===== config.mk =====
export PLATFORM = sky130hd
export DESIGN_NAME = hc_cmd_reg
export DESIGN_NICKNAME = d
export VERILOG_FILES = /design/src/rtl/hc_cmd_pkg.sv /design/src/rtl/hc_cmd_fields.sv /design/src/rtl/hc_uframe_timer.sv /design/src/rtl/hc_doorbell.sv /design/src/rtl/hc_irq_gate.sv /design/src/rtl/hc_cmd_reg.sv
export SDC_FILE = /design/constraint.sdc
export NUM_CORES = 1
export LEC_CHECK = 0
export ABC_CLOCK_PERIOD_IN_PS = 2800
export CAP_MARGIN = 20
export CORE_MARGIN = 5
export CORE_UTILIZATION = 44
export CTS_CLUSTER_SIZE = 16
export DETAILED_ROUTE_END_ITERATION = 7
export PLACE_DENSITY = 0.8
export SLEW_MARGIN = 5
export SYNTH_ARGS = -nofsm -noshare
export SYNTH_HDL_FRONTEND = slang
export SYNTH_SLANG_ARGS = --single-unit

===== constraint.sdc =====
create_clock -name clk_i -period 2.8 [get_ports clk_i]
set_input_delay 0.42 -clock clk_i [delete_from_list [all_inputs] [get_ports clk_i]]
set_output_delay 0.42 -clock clk_i [all_outputs]
set_load 0.02 [all_outputs]

===== src/rtl/hc_cmd_pkg.sv =====
package hc_cmd_pkg;

   localparam int unsigned DATA_W    = 16;
   localparam int unsigned THR_W     = 8;
   localparam int unsigned THR_LSB   = 8;
   localparam int unsigned MAX_LOG2  = 6;
   localparam int unsigned DEF_THR   = 8;
   localparam int unsigned FIDX_W    = 10;
   localparam int unsigned FLS_W     = 2;
   localparam int unsigned STS_W     = 2;

   localparam int unsigned BIT_PER   = 0;
   localparam int unsigned BIT_ASY   = 1;
   localparam int unsigned BIT_DB    = 2;
   localparam int unsigned FLS_LSB   = 3;
   localparam int unsigned BIT_LRST  = 5;

   localparam int unsigned STS_XFER  = 0;
   localparam int unsigned STS_ADV   = 1;

   typedef enum logic {
      REG_CMD = 1'b0,
      REG_STS = 1'b1
   } reg_sel_e;

   typedef enum logic [1:0] {
      LIST_1K   = 2'b00,
      LIST_512  = 2'b01,
      LIST_256  = 2'b10,
      LIST_RSVD = 2'b11
   } list_size_e;

endpackage


===== src/rtl/hc_cmd_fields.sv =====
module hc_cmd_fields
   import hc_cmd_pkg::*;
#(
   parameter int unsigned P_DATA_W   = DATA_W,
   parameter int unsigned P_THR_W    = THR_W,
   parameter int unsigned P_MAX_LOG2 = MAX_LOG2,
   parameter int unsigned P_DEF_THR  = DEF_THR,
   parameter int unsigned P_FIDX_W   = FIDX_W,
   parameter bit          P_PROG_LIST = 1'b1
) (
   input  logic                  clk_i,
   input  logic                  rst_ni,
   input  logic                  cmd_we_i,
   input  logic [P_DATA_W-1:0]   wdata_i,
   input  logic                  halted_i,
   output logic [P_THR_W-1:0]    thr_o,
   output logic                  thr_load_o,
   output logic [FLS_W-1:0]      fls_o,
   output logic [P_FIDX_W-1:0]   mask_o,
   output logic                  per_en_o,
   output logic                  asy_en_o
);

   localparam int unsigned MAX_THR = 1 << P_MAX_LOG2;
   localparam logic [P_THR_W-1:0] THR_RST = P_THR_W'(P_DEF_THR);
   localparam logic [P_THR_W-1:0] THR_CAP = P_THR_W'(MAX_THR);

   initial begin
      if (P_DATA_W < THR_LSB + P_THR_W)
         $error("hc_cmd_fields: data word too narrow for threshold field");
      if (MAX_THR >= (1 << P_THR_W))
         $error("hc_cmd_fields: threshold field cannot hold largest threshold");
      if (P_FIDX_W < 3)
         $error("hc_cmd_fields: frame index too narrow");
   end

   logic [P_THR_W-1:0] thr_q;
   logic [P_THR_W-1:0] thr_wr;
   logic               thr_ok;
   logic               per_q, asy_q;
   logic [FLS_W-1:0]   fls_q;

   assign thr_wr = wdata_i[THR_LSB +: P_THR_W];
   assign thr_ok = (thr_wr != '0) && ((thr_wr & (thr_wr - 1'b1)) == '0)
                   && (thr_wr <= THR_CAP);

   logic unused_wdata;
   assign unused_wdata = ^{wdata_i[BIT_LRST], wdata_i[7:6], wdata_i[BIT_DB]};

   assign thr_load_o = cmd_we_i && halted_i;

   always_ff @(posedge clk_i or negedge rst_ni) begin
      if (!rst_ni) begin
         thr_q <= THR_RST;
         per_q <= 1'b0;
         asy_q <= 1'b0;
      end else if (cmd_we_i) begin
         per_q <= wdata_i[BIT_PER];
         asy_q <= wdata_i[BIT_ASY];
         if (halted_i)
            thr_q <= thr_ok ? thr_wr : THR_RST;
      end
   end

   generate
      if (P_PROG_LIST) begin : g_prog_list
         logic [FLS_W-1:0] fls_wr;
         assign fls_wr = wdata_i[FLS_LSB +: FLS_W];
         always_ff @(posedge clk_i or negedge rst_ni) begin
            if (!rst_ni)
               fls_q <= LIST_1K;
            else if (cmd_we_i && (fls_wr != LIST_RSVD))
               fls_q <= fls_wr;
         end
      end else begin : g_fixed_list
         logic unused_fls;
         assign unused_fls = ^wdata_i[FLS_LSB +: FLS_W];
         assign fls_q = LIST_1K;
      end
   endgenerate

   assign mask_o   = {P_FIDX_W{1'b1}} >> fls_q;
   assign thr_o    = thr_q;
   assign fls_o    = fls_q;
   assign per_en_o = per_q;
   assign asy_en_o = asy_q;

   AST_THR_LEGAL: assert property (@(posedge clk_i) disable iff (!rst_ni)
      $onehot(thr_q) && (thr_q <= THR_CAP));
   AST_THR_FROZEN_RUN: assert property (@(posedge clk_i) disable iff (!rst_ni)
      !halted_i |=> $stable(thr_q));
   AST_FLS_NOT_RSVD: assert property (@(posedge clk_i) disable iff (!rst_ni)
      fls_q != LIST_RSVD);

endmodule


===== src/rtl/hc_uframe_timer.sv =====
module hc_uframe_timer
   import hc_cmd_pkg::*;
#(
   parameter int unsigned P_THR_W = THR_W
) (
   input  logic               clk_i,
   input  logic               rst_ni,
   input  logic               tick_i,
   input  logic               load_i,
   input  logic [P_THR_W-1:0] thr_i,
   output logic               boundary_o
);

   logic [P_THR_W-1:0] cnt_q;
   logic               last;

   assign last       = (cnt_q == (thr_i - 1'b1));
   assign boundary_o = tick_i && !load_i && last;

   always_ff @(posedge clk_i or negedge rst_ni) begin
      if (!rst_ni)
         cnt_q <= '0;
      else if (load_i)
         cnt_q <= '0;
      else if (tick_i)
         cnt_q <= last ? '0 : cnt_q + 1'b1;
   end

   AST_CNT_BELOW_THR: assert property (@(posedge clk_i) disable iff (!rst_ni)
      !load_i |-> cnt_q < thr_i);
   AST_LOAD_RESTARTS: assert property (@(posedge clk_i) disable iff (!rst_ni)
      load_i |=> cnt_q == '0);

endmodule


===== src/rtl/hc_doorbell.sv =====
module hc_doorbell
   import hc_cmd_pkg::*;
(
   input  logic             clk_i,
   input  logic             rst_ni,
   input  logic             ring_i,
   input  logic [STS_W-1:0] w1c_i,
   input  logic             evict_i,
   input  logic             xfer_i,
   output logic             db_o,
   output logic [STS_W-1:0] sts_o
);

   logic             db_q;
   logic [STS_W-1:0] sts_q;
   logic             adv_set;

   assign adv_set = db_q && evict_i;

   always_ff @(posedge clk_i or negedge rst_ni) begin
      if (!rst_ni) begin
         db_q  <= 1'b0;
         sts_q <= '0;
      end else begin
         if (adv_set)
            db_q <= 1'b0;
         else if (ring_i)
            db_q <= 1'b1;
         sts_q[STS_ADV]  <= adv_set | (sts_q[STS_ADV]  & ~w1c_i[STS_ADV]);
         sts_q[STS_XFER] <= xfer_i  | (sts_q[STS_XFER] & ~w1c_i[STS_XFER]);
      end
   end

   assign db_o  = db_q;
   assign sts_o = sts_q;

   AST_DB_DROPS_ON_ADV: assert property (@(posedge clk_i) disable iff (!rst_ni)
      $rose(sts_q[STS_ADV]) |-> !db_q);
   AST_IDLE_EVICT_INERT: assert property (@(posedge clk_i) disable iff (!rst_ni)
      (!db_q && !sts_q[STS_ADV]) |=> !sts_q[STS_ADV]);
   AST_SET_BEATS_CLEAR: assert property (@(posedge clk_i) disable iff (!rst_ni)
      (db_q && evict_i) |=> sts_q[STS_ADV]);

endmodule


===== src/rtl/hc_irq_gate.sv =====
module hc_irq_gate
   import hc_cmd_pkg::*;
(
   input  logic             clk_i,
   input  logic             rst_ni,
   input  logic             boundary_i,
   input  logic [STS_W-1:0] sts_i,
   input  logic [STS_W-1:0] en_i,
   output logic             irq_o
);

   logic armed_q;
   logic pend;

   assign pend = |(sts_i & en_i);

   always_ff @(posedge clk_i or negedge rst_ni) begin
      if (!rst_ni)
         armed_q <= 1'b0;
      else if (boundary_i)
         armed_q <= pend;
      else
         armed_q <= armed_q && pend;
   end

   assign irq_o = armed_q && pend;

   AST_ARM_AT_BOUNDARY: assert property (@(posedge clk_i) disable iff (!rst_ni)
      $rose(armed_q) |-> $past(boundary_i));
   AST_DISARM_NO_PEND: assert property (@(posedge clk_i) disable iff (!rst_ni)
      (!pend && !boundary_i) |=> !armed_q);

endmodule


===== src/rtl/hc_cmd_reg.sv =====
module hc_cmd_reg
   import hc_cmd_pkg::*;
#(
   parameter bit P_PROG_LIST = 1'b1
) (
   input  logic              clk_i,
   input  logic              rst_ni,
   input  logic              wr_en_i,
   input  logic              wr_addr_i,
   input  logic [DATA_W-1:0] wr_data_i,
   input  logic              rd_addr_i,
   output logic [DATA_W-1:0] rd_data_o,
   input  logic              uframe_tick_i,
   input  logic              halted_i,
   input  logic              evict_done_i,
   input  logic              xfer_evt_i,
   input  logic [STS_W-1:0]  irq_en_i,
   output logic              periodic_en_o,
   output logic              async_en_o,
   output logic              doorbell_o,
   output logic [FIDX_W-1:0] frame_mask_o,
   output logic              adv_sts_o,
   output logic              irq_o
);

   logic              cmd_we, sts_we;
   logic [THR_W-1:0]  thr;
   logic              thr_load;
   logic [FLS_W-1:0]  fls;
   logic              boundary;
   logic              db;
   logic [STS_W-1:0]  sts;
   logic [STS_W-1:0]  w1c;

   assign cmd_we = wr_en_i && (wr_addr_i == REG_CMD);
   assign sts_we = wr_en_i && (wr_addr_i == REG_STS);
   assign w1c    = sts_we ? wr_data_i[STS_W-1:0] : '0;

   hc_cmd_fields #(
      .P_PROG_LIST(P_PROG_LIST)
   ) u_fields (
      .clk_i      (clk_i),
      .rst_ni     (rst_ni),
      .cmd_we_i   (cmd_we),
      .wdata_i    (wr_data_i),
      .halted_i   (halted_i),
      .thr_o      (thr),
      .thr_load_o (thr_load),
      .fls_o      (fls),
      .mask_o     (frame_mask_o),
      .per_en_o   (periodic_en_o),
      .asy_en_o   (async_en_o)
   );

   hc_uframe_timer u_timer (
      .clk_i      (clk_i),
      .rst_ni     (rst_ni),
      .tick_i     (uframe_tick_i),
      .load_i     (thr_load),
      .thr_i      (thr),
      .boundary_o (boundary)
   );

   hc_doorbell u_doorbell (
      .clk_i   (clk_i),
      .rst_ni  (rst_ni),
      .ring_i  (cmd_we && wr_data_i[BIT_DB]),
      .w1c_i   (w1c),
      .evict_i (evict_done_i),
      .xfer_i  (xfer_evt_i),
      .db_o    (db),
      .sts_o   (sts)
   );

   hc_irq_gate u_irq (
      .clk_i      (clk_i),
      .rst_ni     (rst_ni),
      .boundary_i (boundary),
      .sts_i      (sts),
      .en_i       (irq_en_i),
      .irq_o      (irq_o)
   );

   always_comb begin
      rd_data_o = '0;
      if (rd_addr_i == REG_CMD) begin
         rd_data_o[THR_LSB +: THR_W] = thr;
         rd_data_o[FLS_LSB +: FLS_W] = fls;
         rd_data_o[BIT_DB]           = db;
         rd_data_o[BIT_ASY]          = async_en_o;
         rd_data_o[BIT_PER]          = periodic_en_o;
         rd_data_o[BIT_LRST]         = 1'b0;
      end else begin
         rd_data_o[STS_W-1:0] = sts;
      end
   end

   assign doorbell_o = db;
   assign adv_sts_o  = sts[STS_ADV];

   AST_MASK_SHAPE: assert property (@(posedge clk_i) disable iff (!rst_ni)
      $onehot({1'b0, frame_mask_o} + 1'b1));
   AST_IRQ_NEEDS_EDGE: assert property (@(posedge clk_i) disable iff (!rst_ni)
      $rose(irq_o) |-> $past(boundary) || $past(irq_o) || $past(|(sts & irq_en_i)) == 1'b0);

endmodule


# Word level (Yosys, flattened, before mapping)
# Cells that the tools add are included.
dict set report op_classes {
  n_addsub 3
  order_cmp 1
  n_shift 1
  n_reduce_logical 18
  eq_ne 2
  bitwise_logic 9
  muxes 11
}
# operator count
set ops {}
lappend ops {{$mux 8} 5}
lappend ops {{$sub 8x1->8 const B} 2}
lappend ops {{$logic_and 1x1->1} 11}
lappend ops {{$shr 10x2->10 const A} 1}
lappend ops {{$add 8x1->8 const B} 1}
lappend ops {{$and 8x8->8} 1}
lappend ops {{$eq 8x8->1} 1}
lappend ops {{$le 8x7->1 const B} 1}
lappend ops {{$logic_not 8->1} 1}
lappend ops {{$reduce_bool 8->1} 1}
lappend ops {{$mux 2} 2}
lappend ops {{$reduce_bool 2->1} 2}
lappend ops {{$mux 1} 3}
lappend ops {{$mux 3} 1}
lappend ops {{$not 1->1} 3}
lappend ops {{$and 1x1->1} 2}
lappend ops {{$and 2x2->2} 1}
lappend ops {{$ne 2x2->1 const B} 1}
lappend ops {{$or 1x1->1} 2}
lappend ops {{$reduce_and 2->1} 1}
lappend ops {{$reduce_or 2->1} 1}
lappend ops {{$logic_not 1->1} 1}
dict set report word_totals {
  regBits 24
  in_bits 27
  wordCells 53
}

# Logic depth before layout (Yosys ltp)
# Gate-level depths: netlist of the first run.
dict set report logic_depth {
  ltp_word 7
  mapped_depth 7
  mapped_depth_nobuf 7
}

# By module
# A second synthesis of the first run with hierarchy kept.
dict set report hier_totals {
  cells_unflattened 187
  hier_area_um2 1646.6
}
# mod cells_per_inst seq_area_each_um2 area_each_um2 instances
set by_module_without_submodules {}
lappend by_module_without_submodules {hc_uframe_timer 87 200.2 730.7 1}
lappend by_module_without_submodules {hc_cmd_fields 63 301.5 599.3 1}
lappend by_module_without_submodules {hc_cmd_reg 22 0.0 152.6 1}
lappend by_module_without_submodules {hc_doorbell 10 75.1 112.6 1}
lappend by_module_without_submodules {hc_irq_gate 5 25.0 51.3 1}

# Worst setup path before layout of the first run
# No wires, ideal clock.
dict set report synth_path {
  path_kind {reg-to-reg}
  startpoint {reg u_fields.thr_q[0], in the netlist u_fields.thr_o[0]}
  endpoint {reg u_timer.cnt_q[1]}
  path_stages_with_launch 8
  period_less_slack_ps 2188
  arrival_ps 2066
  setup_time_ps 122
  setup_slack_ps 612
  cell_sequence {dfrtp_1 > inv_1 > ha_1 > xnor2_1 > a2111oi_0 > o21ai_1 > or4_4 > a32o_1}
}
dict set report synth_via {
  elab_chain_cells 5
}
# element line
set synth_lines {}
lappend synth_lines {{from (decl)} hc_cmd_fields.sv:37} ;# logic [P_THR_W-1:0] thr_q;
lappend synth_lines {{from (signal assigned)} hc_cmd_fields.sv:61} ;# thr_q <= thr_ok ? thr_wr : THR_RST;
lappend synth_lines {{$sub 8x1->8} hc_uframe_timer.sv:17} ;# assign last = (cnt_q == (thr_i - 1'b1));
lappend synth_lines {{$eq 8x8->1} hc_uframe_timer.sv:17}
lappend synth_lines {{$mux 8} hc_uframe_timer.sv:26} ;# cnt_q <= last ? '0 : cnt_q + 1'b1;
lappend synth_lines {{$mux 8} hc_uframe_timer.sv:25} ;# else if (tick_i)
lappend synth_lines {{$mux 8} hc_uframe_timer.sv:23} ;# else if (load_i)
lappend synth_lines {{to (signal assigned)} hc_uframe_timer.sv:26}
lappend synth_lines {{to (decl)} hc_uframe_timer.sv:14} ;# logic [P_THR_W-1:0] cnt_q;
# No other way between the ends. The select of a mux whose other input is x is not followed.
# A chain may end at the register's enable or synchronous reset.

# Worst setup path after layout of the first run
# Ends and elaborated chain as after synthesis.

==> impl_metrics.sql, run 1 <==
INSERT INTO impl_metrics (metric_group, metric, value, unit) VALUES
('synth', 'ys_ff_latch', '24', ''),
('clocking', 'cts_post_setup_buffers_inserted', '0', ''),
('synth', 'post_synth_inst_count', '167', ''),
('global_routing', 'gr-max-usage-layer', 'met2', ''),
('clocking', 'cts-htree-levels', '1', ''),
('critical_path', 'r2r_slack', '370', 'ps'),
('critical_path', 'worst-path-max-fanout', '5', ''),
('global_routing', 'globalRouteTotalUtil', '14.6', '%'),
('finish', 'post_route_cells_drive_above_1_share', '8.41', '%'),
('floorplan', 'die_area', '0.00482', 'sq mm'),
('sta', 'max_clock_freq', '412', 'MHz'),
('sta', 'timing.clock.skew', '9.87', 'ps'),
('critical_path', 'worst-setup-path-type', 'flip-flop to flip-flop', ''),
('critical_path', 'rr_worst_depth', '7', ''),
('detailed_routing', 'routed_wirelength', '3470', 'um'),
('placed_design', 'dpl_wire_length', '2770', 'um'),
('detailed_routing', 'ant_nets', '0', ''),
('detailed_routing', 'route.vias.total', '1316', ''),
('power', 'max-vdd-ir-drop', '0.251', 'mV'),
('finish', 'nets', '244', ''),
('floorplan', 'die_x_extent', '69.4', 'um'),
('finish', 'num_antenna_cells', '0', ''),
('sta', 'finalSetupTns', '0', 'ps'),
('sta', 'post-route-period-util', '86.7', '%'),
('power', 'leakage', '0.841', 'nW'),
('clocking', 'cts_repair_resize_count', '0', ''),
('sta', 'fin_ws', '373', 'ps'),
('detailed_routing', 'detail_route.iter0.violations', '61', ''),
('critical_path', 'crit-reg2reg-launch', 'u_fields.thr_o[0]', ''),
('sta', 'final.min_clock_period', '2430', 'ps'),
('synth', 'synthDominantCellAreaShare', '37.0', '%'),
('critical_path', 'ff_to_ff_end', 'u_timer.cnt_q[1]', ''),
('placed_design', 'place.port_buffers', '44', ''),
('clocking', 'cts_buffers', '3', ''),
('synth', 'ys_dominant_reg_cell', 'dfrtp_1', ''),
('placed_design', 'placed_area', '0.00203', 'sq mm'),
('finish', 'cell_area_after_layout', '0.00205', 'sq mm'),
('clocking', 'clk_pin_slew_worst_paths', '130', 'ps'),
('clocking', 'clock_tree_from_tritoncts', 'yes', ''),
('global_routing', 'grt_start_max_net_pins', '25', ''),
('floorplan', 'core.rowCount', '21', ''),
('sta', 'setup-violations-final', '0', ''),
('synth', 'yosysSeqAreaShare', '38.7', '%'),
('synth', 'share_of_flip_flops_with_an_asynchronous_set_or_reset_after_synthesis', '100', '%'),
('power', 'power.density_cell_area', '427', 'mW/mm^2'),
('synth', 'synth.cell_area', '0.00155', 'sq mm'),
('detailed_routing', 'drt_pre_antenna_iters', '4', ''),
('floorplan', 'fp.coreArea', '0.00339', 'sq mm'),
('synth', 'synth.avg_cell_area', '9.31', 'sq um'),
('clocking', 'insertion_delay', '310', 'ps'),
('global_routing', 'grt-ovfl-total', '0', ''),
('global_routing', 'gr_met3_demand_resource', '4.06', '%'),
('status', 'run_status', 'finished clean', ''),
('global_routing', 'grt_use_met1', '18.7', '%'),
('clocking', 'cts.path.max_buffers', '2', ''),
('finish', 'area.growth.synth_to_final', '32.0', '%'),
('placed_design', 'gpl.final_weighted_congestion', '0.814', ''),
('detailed_routing', 'drcViolationCount', '0', ''),
('hold_path', 'hold_path_class', 'primary input to async pin', ''),
('sta', 'slew-limit-headroom', '65.1', '%'),
('synth', 'synth.distinct_cells', '44', ''),
('detailed_routing', 'post_drt_via_cell_ratio', '5.06', ''),
('finish', 'fillCellCount', '321', ''),
('critical_path', 'worstSetupStartpointType', 'flip-flop', ''),
('critical_path', 'critical_path.startpoint', 'u_fields.thr_o[0]', ''),
('synth', 'synth_edf_count', '0', ''),
('synth', 'synth_warnings', '0', ''),
('global_routing', 'grt_first_pass_wirelength', '5930', 'um'),
('synth', 'netlist.top_cell.by_area', 'dfrtp_1', ''),
('placed_design', 'dpl_worst_slack', '214', 'ps'),
('sta', 'final-hold-violation-count', '0', '');
per-stage QoR:
stage	hold slack, ps	instances	util [%]	total power [mW]
4_1_cts	459	260	60.5	0.886
5_1_grt	474	260	60.5	0.930
3_3_place_gp	487	256	59.8	0.724
3_5_place_dp	498	256	59.8	0.732
2_1_floorplan	124	175	-	0.608
6_report	457	260	60.5	0.876
how the worst max path moves through the flow:
stage,cells past startpoint,slack (ps),endpoint
floorplan,7,610,u_timer.cnt_q[1]
global placement,7,230,u_fields.thr_o[4]
detailed placement,7,210,u_fields.thr_o[4]
CTS,7,390,u_timer.cnt_q[1]
global route,7,250,u_timer.cnt_q[1]
finish,7,370,u_timer.cnt_q[1]
area by class of cell:
class	instances	area [sq um]	share of cell area, %
clock buffers	4	26.3	1.28
inverters	5	18.8	0.915
multi-input cells	133	877	42.7
flip-flops and latches	24	602	29.3
well taps	46	57.6	2.80
repair buffers	48	470	22.9
power breakdown:
part | internal, mW | switching, mW
logic | 0.150 | 0.137
clock network | 0.0555 | 0.0964
registers | 0.384 | 0.0531
total | 0.590 | 0.286
cells in the mapped netlist (3+ instances only):
master and number:
a21oi_1 7, nand2_1 19, a22o_1 6, nand3_1 5, mux2_2 3, nor2_1 14, and2_1 3, dfrtp_1 23
nor3_1 7, nor2b_1 10, xnor2_1 13, buf_4 10, nand3b_1 3, a32o_1 5, inv_1 5
cell usage in the layout (no fill, tap or decap), types with 2 or more instances in the layout:
cell             count
clkdlybuf4s50_1     44
dfrtp_1             23
nand2_1             19
nor2_1              14
xnor2_1             13
nor2b_1             10
conb_1              10
nor3_1               7
a21oi_1              7
a22o_1               6
inv_1                5
nand3_1              5
a32o_1               5
buf_4                4
mux2_2               3
and2_1               3
nand3b_1             3
clkbuf_4             3
xor2_1               2
or4_4                2
ha_1                 2
kinds of logic (layout without fill, tap and decap cells):
logic type,count (synthesis),in the layout,synth area share [%]
compound gates,29,29,15.4
xor+xnor,15,15,8.45
fa+ha+maj,3,3,2.25
buf+inv,18,57,6.76
flops,24,24,38.7
mux,5,5,3.54
other cells,2,10,0.483
simple gates,71,71,24.4
metal layers:
layer | up-vias | share of wire, % | wire length, um
li1 | 662 | - | -
met1 | 609 | 46 | 1610
met2 | 41 | 45 | 1560
met3 | 4 | 7.5 | 261
met4 | 0 | 0.98 | 34
met5 | - | 0 | 0
registers in the layout, summed over array words and instances, names as in the netlist:
name and cells:
u_timer.cnt_q 8, u_doorbell.sts_o 2, u_fields.per_en_o 1, u_fields.fls_o 2
u_fields.thr_o 8, u_doorbell.db_o 1, u_irq.armed_q 1, u_fields.asy_en_o 1
worst max-delay path, stage by stage, from the launching register on:
cell	delay, ps
dfrtp_1	500
inv_1	100
ha_1	320
xnor2_1	130
a2111oi_0	400
o21ai_1	150
or4_4	480
a32o_1	270
Note: power is estimated with default switching activity, not from simulation.
==> run 2, diff against run 1 <==
--- a/config.mk
+++ b/config.mk
@@ -8,10 +8,11 @@
 export ABC_CLOCK_PERIOD_IN_PS = 2800
 export CAP_MARGIN = 20
 export CORE_MARGIN = 5
-export CORE_UTILIZATION = 44
+export CORE_UTILIZATION = 46
+export CTS_BUF_LIST = sky130_fd_sc_hd__clkbuf_8
 export CTS_CLUSTER_SIZE = 16
 export DETAILED_ROUTE_END_ITERATION = 7
-export PLACE_DENSITY = 0.8
+export PLACE_DENSITY = 0.83
 export SLEW_MARGIN = 5
 export SYNTH_ARGS = -nofsm -noshare
 export SYNTH_HDL_FRONTEND = slang
==> run 2 against run 1 <==
  * First-iteration DRC count rose by 4.9%
  * Final cell count is the same
  * Via count increased by 2.4%
  * Utilization is 2.0 points higher
  * Sequential share of layout area shrank 0.27 points
  * Critical path depth did not move
  * Register-to-register slack is essentially flat
  * Sequential power is essentially flat
  * Combinational power fell by 2%
  * Non-clock buffer count unchanged
  * Largest power group unchanged
==> impl_metrics.sql, run 2 (synthesis results as in run 1) <==
INSERT INTO impl_metrics (metric_group, metric, value, unit) VALUES
('finish', 'area.growth.synth_to_final', '33.3', '%'),
('finish', 'mostFrequentLayoutCells', 'clkdlybuf4s50_1, dfrtp_1, nand2_1', ''),
('critical_path', 'cp_top_family', 'compound AO/OA/AOI/OAI gates', ''),
('floorplan', 'die_x_extent', '68.1', 'um'),
('finish', 'most_common_cell_after_layout_fill_and_taps_aside', 'clkdlybuf4s50_1', ''),
('sta', 'max_clock_freq', '414', 'MHz'),
('power', 'max-vdd-ir-drop', '0.224', 'mV'),
('sta', 'setup-violations-final', '0', ''),
('clocking', 'cts-htree-levels', '1', ''),
('sta', 'final.min_clock_period', '2410', 'ps'),
('clocking', 'insertion_delay', '270', 'ps'),
('finish', 'nets', '244', ''),
('global_routing', 'grt_pass1_vias', '1388', ''),
('floorplan', 'chipHeight', '68.1', 'um'),
('sta', 'final-hold-violation-count', '0', ''),
('detailed_routing', 'drt_pre_antenna_iters', '5', ''),
('placed_design', 'dpl_wire_length', '2780', 'um'),
('job', 'max-cap-violations', '0', ''),
('critical_path', 'cp-end-kind', 'flip-flop', ''),
('sta', 'rsz0062_at_grt', 'no', ''),
('placed_design', 'gpl.final_weighted_congestion', '0.827', ''),
('status', 'run_status', 'finished clean', ''),
('global_routing', 'grt-ovfl-total', '0', ''),
('critical_path', 'worst-path-max-fanout', '5', ''),
('sta', 'tightest_slew', '519', 'ps'),
('hold_path', 'hold_path_class', 'primary input to async pin', ''),
('critical_path', 'worstSetupStartpointType', 'flip-flop', ''),
('detailed_routing', 'top_layer_used', 'met4', ''),
('clocking', 'cts.path.max_buffers', '2', ''),
('critical_path', 'cp_data_required_time', '2960', 'ps'),
('placed_design', 'place.port_buffers', '44', ''),
('critical_path', 'worst-setup-path-type', 'flip-flop to flip-flop', ''),
('detailed_routing', 'ant_nets', '0', ''),
('clocking', 'clockRootBuffer', 'clkbuf_8', ''),
('finish', 'fillCellCount', '326', ''),
('sta', 'finalSetupTns', '0', 'ps'),
('critical_path', 'cpMaxStageDelayCell', 'dfrtp_1', ''),
('floorplan', 'die_area', '0.00464', 'sq mm'),
('clocking', 'clock_sinks', '24', ''),
('detailed_routing', 'detail_route.iter0.violations', '64', ''),
('detailed_routing', 'wl_per_cell', '13.3', 'um'),
('detailed_routing', 'route.vias.total', '1347', ''),
('power', 'power.density_cell_area', '448', 'mW/mm^2'),
('sta', 'final_max_slew_viol_count', '0', ''),
('global_routing', 'grt_antenna_before_repair', '0', ''),
('global_routing', 'grt_start_max_net_pins', '25', ''),
('finish', 'post_route_cells_drive_above_1_share', '8.41', '%'),
('clocking', 'cts_hold_buffers', '0', ''),
('critical_path', 'timing.critical_path.cells', 'inv_1, ha_1, xnor2_1, a2111oi_0, o21ai_1, or4_4, a32o_1', ''),
('floorplan', 'start_util', '46.9', '%'),
('finish', 'num_antenna_cells', '0', ''),
('detailed_routing', 'routed_wirelength', '3450', 'um'),
('floorplan', 'fp.coreArea', '0.00331', 'sq mm'),
('sta', 'timing.clock.skew', '1.65', 'ps'),
('clocking', 'clock_tree_from_tritoncts', 'yes', ''),
('clocking', 'cts_repair_resize_count', '0', ''),
('detailed_routing', 'met1Wirelength', '1550', 'um'),
('power', 'leakage', '0.853', 'nW'),
('detailed_routing', 'detailroute.wirelength.met3', '300', 'um'),
('detailed_routing', 'post_drt_via_cell_ratio', '5.18', ''),
('global_routing', 'globalRouteTotalUtil', '17.6', '%'),
('sta', 'min_hold_slack', '494', 'ps'),
('detailed_routing', 'drcViolationCount', '0', ''),
('clocking', 'cts_buffers', '3', ''),
('global_routing', 'grt_first_pass_wirelength', '6150', 'um'),
('sta', 'slew-limit-headroom', '65.3', '%'),
('critical_path', 'critical_path.startpoint', 'u_fields.thr_o[0]', ''),
('critical_path', 'crit-reg2reg-launch', 'u_fields.thr_o[0]', ''),
('floorplan', 'core.rowCount', '21', ''),
('floorplan', 'floorplan.io_pins', '58', ''),
('clocking', 'cts_post_setup_buffers_inserted', '0', ''),
('sta', 'post-route-period-util', '86.2', '%'),
('clocking', 'clk_pin_slew_worst_paths', '80', 'ps'),
('detailed_routing', 'route.met2.wl', '1540', 'um'),
('critical_path', 'cp_slowest_stage_delay', '490', 'ps'),
('critical_path', 'cp.arrival', '2580', 'ps'),
('critical_path', 'worst-path-buf-inv', '1', '');
-- run 2: path summary, 6_finish.rpt --
| check | cells past startpoint | slack [ps] | end |
|---|---|---|---|
| max | 7 | 390 | u_timer.cnt_q[1] |
| max reg2reg | 7 | 390 | u_timer.cnt_q[1] |
| min | 2 | 490 | u_doorbell.db_o |
| min in group clk_i | 1 | 520 | u_doorbell.db_o |
| min reg2reg | 1 | 520 | u_doorbell.db_o |
| max in group asynchronous | 2 | 2020 | u_fields.thr_o[3] |
-- run 2: metrics by stage --
step	total power, mW	utilization, %	cells	instance area, sq um	setup slack (ps)
global route	0.987	62.5	260	2070	268
CTS	0.937	62.5	260	2070	402
detailed placement	0.729	61.2	256	2030	180
floorplan	0.608	-	175	1580	612
global placement	0.724	61.2	256	2030	227
finish	0.928	62.5	260	2070	387
-- run 2: layout make-up --
cell class | count | area, sq um | share of cell area (%)
clock inverters | 1 | 3.75 | 0.181
multi-input cells | 133 | 877 | 42.4
repair buffers | 48 | 470 | 22.7
clock buffers | 3 | 41.3 | 1.99
inverters | 5 | 18.8 | 0.906
well taps | 46 | 57.6 | 2.78
flip-flops and latches | 24 | 602 | 29.1
-- run 2: report_power, final --
| group | total [mW] | internal, mW | switching (mW) |
|---|---|---|---|
| Clock | 0.207 | 0.0982 | 0.109 |
| Combinational | 0.282 | 0.150 | 0.133 |
| Sequential | 0.439 | 0.384 | 0.0549 |
| Total | 0.928 | 0.632 | 0.296 |
-- run 2: metal layers --
metal / track usage (%) / up-vias
met3: 6.08 / 5
met1: 20.2 / 629
li1: - / 666
met5: 0 / -
met2: 29.6 / 47
met4: 7.44 / 0
==> run 3, diff against run 2 <==
--- a/config.mk
+++ b/config.mk
@@ -5,11 +5,12 @@
 export SDC_FILE = /design/constraint.sdc
 export NUM_CORES = 1
 export LEC_CHECK = 0
-export ABC_CLOCK_PERIOD_IN_PS = 2800
+export ABC_CLOCK_PERIOD_IN_PS = 2490
 export CAP_MARGIN = 20
 export CORE_MARGIN = 5
 export CORE_UTILIZATION = 46
 export CTS_BUF_LIST = sky130_fd_sc_hd__clkbuf_8
+export CTS_CLUSTER_DIAMETER = 100
 export CTS_CLUSTER_SIZE = 16
 export DETAILED_ROUTE_END_ITERATION = 7
 export PLACE_DENSITY = 0.83
==> constraint.sdc (replaced) <==
create_clock -name clk_i -period 2.49 [get_ports clk_i]
set_input_delay 0.3735 -clock clk_i [delete_from_list [all_inputs] [get_ports clk_i]]
set_output_delay 0.3735 -clock clk_i [all_outputs]
set_load 0.02 [all_outputs]
==> run 3 against run 2 <==
  * Register-to-register slack lost 190 ps
  * Sequential share of layout area shrank 0.85 points
  * Fmax grew 5.4%
  * Utilization grew 1.9 points
  * Sequential power grew 11%
  * Wire length grew 2.0%
  * Count of clock-buffer cells in the layout grew 1
  * Clock skew grew 4.1 ps
  * Sequential cell count is the same
  * Via count is essentially flat
  * Combinational power grew 16%
  * Worst setup slack lost 190 ps
  * Largest cell class unchanged
  * Largest power group unchanged
  * Highest routed layer unchanged
==> impl_metrics.sql, run 3 (synthesis results as in run 1) <==
INSERT INTO impl_metrics (metric_group, metric, value, unit) VALUES
('status', 'run_status', 'finished clean', ''),
('job', 'max-cap-violations', '0', ''),
('finish', 'fillCellCount', '294', ''),
('sta', 'setup-violations-final', '0', ''),
('critical_path', 'r2r_slack', '200', 'ps'),
('detailed_routing', 'ant_nets', '0', ''),
('detailed_routing', 'detail_route.iter0.violations', '62', ''),
('floorplan', 'floorplan.io_pins', '58', ''),
('clocking', 'clock_tree_from_tritoncts', 'yes', ''),
('sta', 'min_hold_slack', '450', 'ps'),
('sta', 'timing.clock.skew', '5.76', 'ps'),
('floorplan', 'die_x_extent', '68.1', 'um'),
('sta', 'rsz0062_at_grt', 'no', ''),
('placed_design', 'dpl_worst_slack', '23.3', 'ps'),
('sta', 'final-hold-violation-count', '0', ''),
('clocking', 'cts-htree-levels', '1', ''),
('finish', 'most_common_cell_after_layout_fill_and_taps_aside', 'clkdlybuf4s50_1', ''),
('critical_path', 'worst-path-max-fanout', '5', ''),
('detailed_routing', 'wl_per_cell', '13.2', 'um'),
('critical_path', 'worst-setup-path-type', 'flip-flop to flip-flop', ''),
('clocking', 'clk_pin_slew_worst_paths', '90', 'ps'),
('sta', 'final_max_slew_viol_count', '0', ''),
('sta', 'finalSetupTns', '0', 'ps'),
('global_routing', 'grt_start_max_net_pins', '25', ''),
('detailed_routing', 'routed_wirelength', '3520', 'um'),
('sta', 'max_clock_freq', '437', 'MHz'),
('power', 'max-vdd-ir-drop', '0.314', 'mV'),
('finish', 'num_antenna_cells', '0', ''),
('placed_design', 'place.port_buffers', '44', ''),
('floorplan', 'start_util', '46.9', '%'),
('detailed_routing', 'post_drt_via_cell_ratio', '5.05', ''),
('power', 'switching_share', '31.1', '%'),
('power', 'post-layout-total-power', '1.08', 'mW'),
('finish', 'post-route-util', '64.4', '%'),
('floorplan', 'fp.coreArea', '0.00331', 'sq mm'),
('power', 'leakage', '0.888', 'nW'),
('clocking', 'cts_post_setup_buffers_inserted', '0', ''),
('sta', 'post-route-period-util', '92.0', '%'),
('global_routing', 'globalRouteTotalUtil', '16.6', '%'),
('clocking', 'cts.path.max_buffers', '2', ''),
('clocking', 'cts_hold_buffers', '0', ''),
('sta', 'fin_ws', '200', 'ps'),
('floorplan', 'chipHeight', '68.1', 'um'),
('critical_path', 'ff_to_ff_end', 'u_timer.cnt_q[1]', ''),
('hold_path', 'hold_path_class', 'primary input to async pin', ''),
('power', 'power.density_cell_area', '508', 'mW/mm^2'),
('power', 'combinational_share_of_power', '30.2', '%'),
('global_routing', 'grt_pass1_vias', '1342', ''),
('critical_path', 'rr_worst_depth', '7', ''),
('critical_path', 'worstSetupStartpointType', 'flip-flop', ''),
('placed_design', 'gpl.final_weighted_congestion', '0.785', ''),
('detailed_routing', 'route.vias.total', '1348', ''),
('global_routing', 'grt-ovfl-total', '0', ''),
('finish', 'cell_area_after_layout', '0.00213', 'sq mm'),
('power', 'p_switching', '0.337', 'mW'),
('detailed_routing', 'drcViolationCount', '0', ''),
('placed_design', 'placed_area', '0.00208', 'sq mm'),
('finish', 'post_layout_nonfiller_instances', '267', ''),
('clocking', 'cts_repair_resize_count', '0', ''),
('finish', 'post_route_cells_drive_above_1_share', '11.8', '%'),
('power', 'clockPowerShare', '24.6', '%'),
('clocking', 'clockRootBuffer', 'clkbuf_8', ''),
('placed_design', 'numPlacedInstances', '263', ''),
('finish', 'nets', '251', ''),
('power', 'internal_power', '0.747', 'mW'),
('power', 'power.sequential.fraction', '45.1', '%'),
('clocking', 'clock_sinks', '24', ''),
('critical_path', 'crit-reg2reg-launch', 'u_fields.thr_o[1]', ''),
('floorplan', 'core.rowCount', '21', ''),
('global_routing', 'grt_antenna_before_repair', '0', ''),
('finish', 'area.growth.synth_to_final', '37.3', '%'),
('floorplan', 'die_area', '0.00464', 'sq mm'),
('detailed_routing', 'drt_pre_antenna_iters', '4', ''),
('critical_path', 'cp.arrival', '2450', 'ps'),
('sta', 'final.min_clock_period', '2290', 'ps'),
('critical_path', 'cp-end-kind', 'flip-flop', ''),
('clocking', 'insertion_delay', '270', 'ps'),
('clocking', 'cts_buffers', '3', ''),
('finish', 'mostFrequentLayoutCells', 'clkdlybuf4s50_1, dfrtp_1, nand2_1', ''),
('placed_design', 'dpl_wire_length', '2810', 'um'),
('critical_path', 'cp_data_required_time', '2650', 'ps'),
('global_routing', 'grt_first_pass_wirelength', '5790', 'um'),
('critical_path', 'critical_path.startpoint', 'u_fields.thr_o[1]', '');
[run 3: cell count changes in the layout (fill, tap and decap cells not counted)]
| cell | delta |
|---|---|
| buf_4 | +7 |
| clkbuf_8 | +1 |
| inv_1 | -1 |
[run 3: worst max-delay path, cell delays in order (launching register included)]
cell	delay (ps)
dfrtp_1	440
inv_1	80
ha_1	290
xnor2_1	120
a2111oi_0	360
o21ai_1	150
or4_4	470
a32o_1	260
[run 3: cell type report]
type	instances	area, sq um	share of cell area, %
Sequential cell	24	602	28.2
Multi-Input combinational cell	133	877	41.1
Timing Repair Buffer	55	523	24.5
Tap cell	46	57.6	2.70
Clock buffer	4	55.1	2.58
Inverter	5	18.8	0.880
[run 3: layer usage]
layer | GRT usage [%] | part of all wire (%) | vias to the layer above
li1 | - | - | 676
met1 | 20.8 | 46 | 620
met2 | 26.7 | 45 | 45
met3 | 4.27 | 7.5 | 7
met4 | 7.69 | 2.1 | 0
met5 | 0 | 0 | -
[run 3: worst max-delay path by stage]
stage | endpoint | slack (ps)
3_3_place_gp | u_fields.thr_o[2] | 50
6_report | u_timer.cnt_q[1] | 200
4_1_cts | u_timer.cnt_q[1] | 190
3_5_place_dp | u_fields.thr_o[5] | 20
5_1_grt | u_timer.cnt_q[1] | 30
2_1_floorplan | u_timer.cnt_q[1] | 300
[run 3: power groups by stage]
stage / combinational, mW / clock (mW) / sequential (mW)
finish: 0.327 / 0.267 / 0.489
global route: 0.362 / 0.290 / 0.497
CTS: 0.331 / 0.275 / 0.490
detailed placement: 0.330 / 0 / 0.496
global placement: 0.324 / 0 / 0.496
floorplan: 0.189 / 0 / 0.495
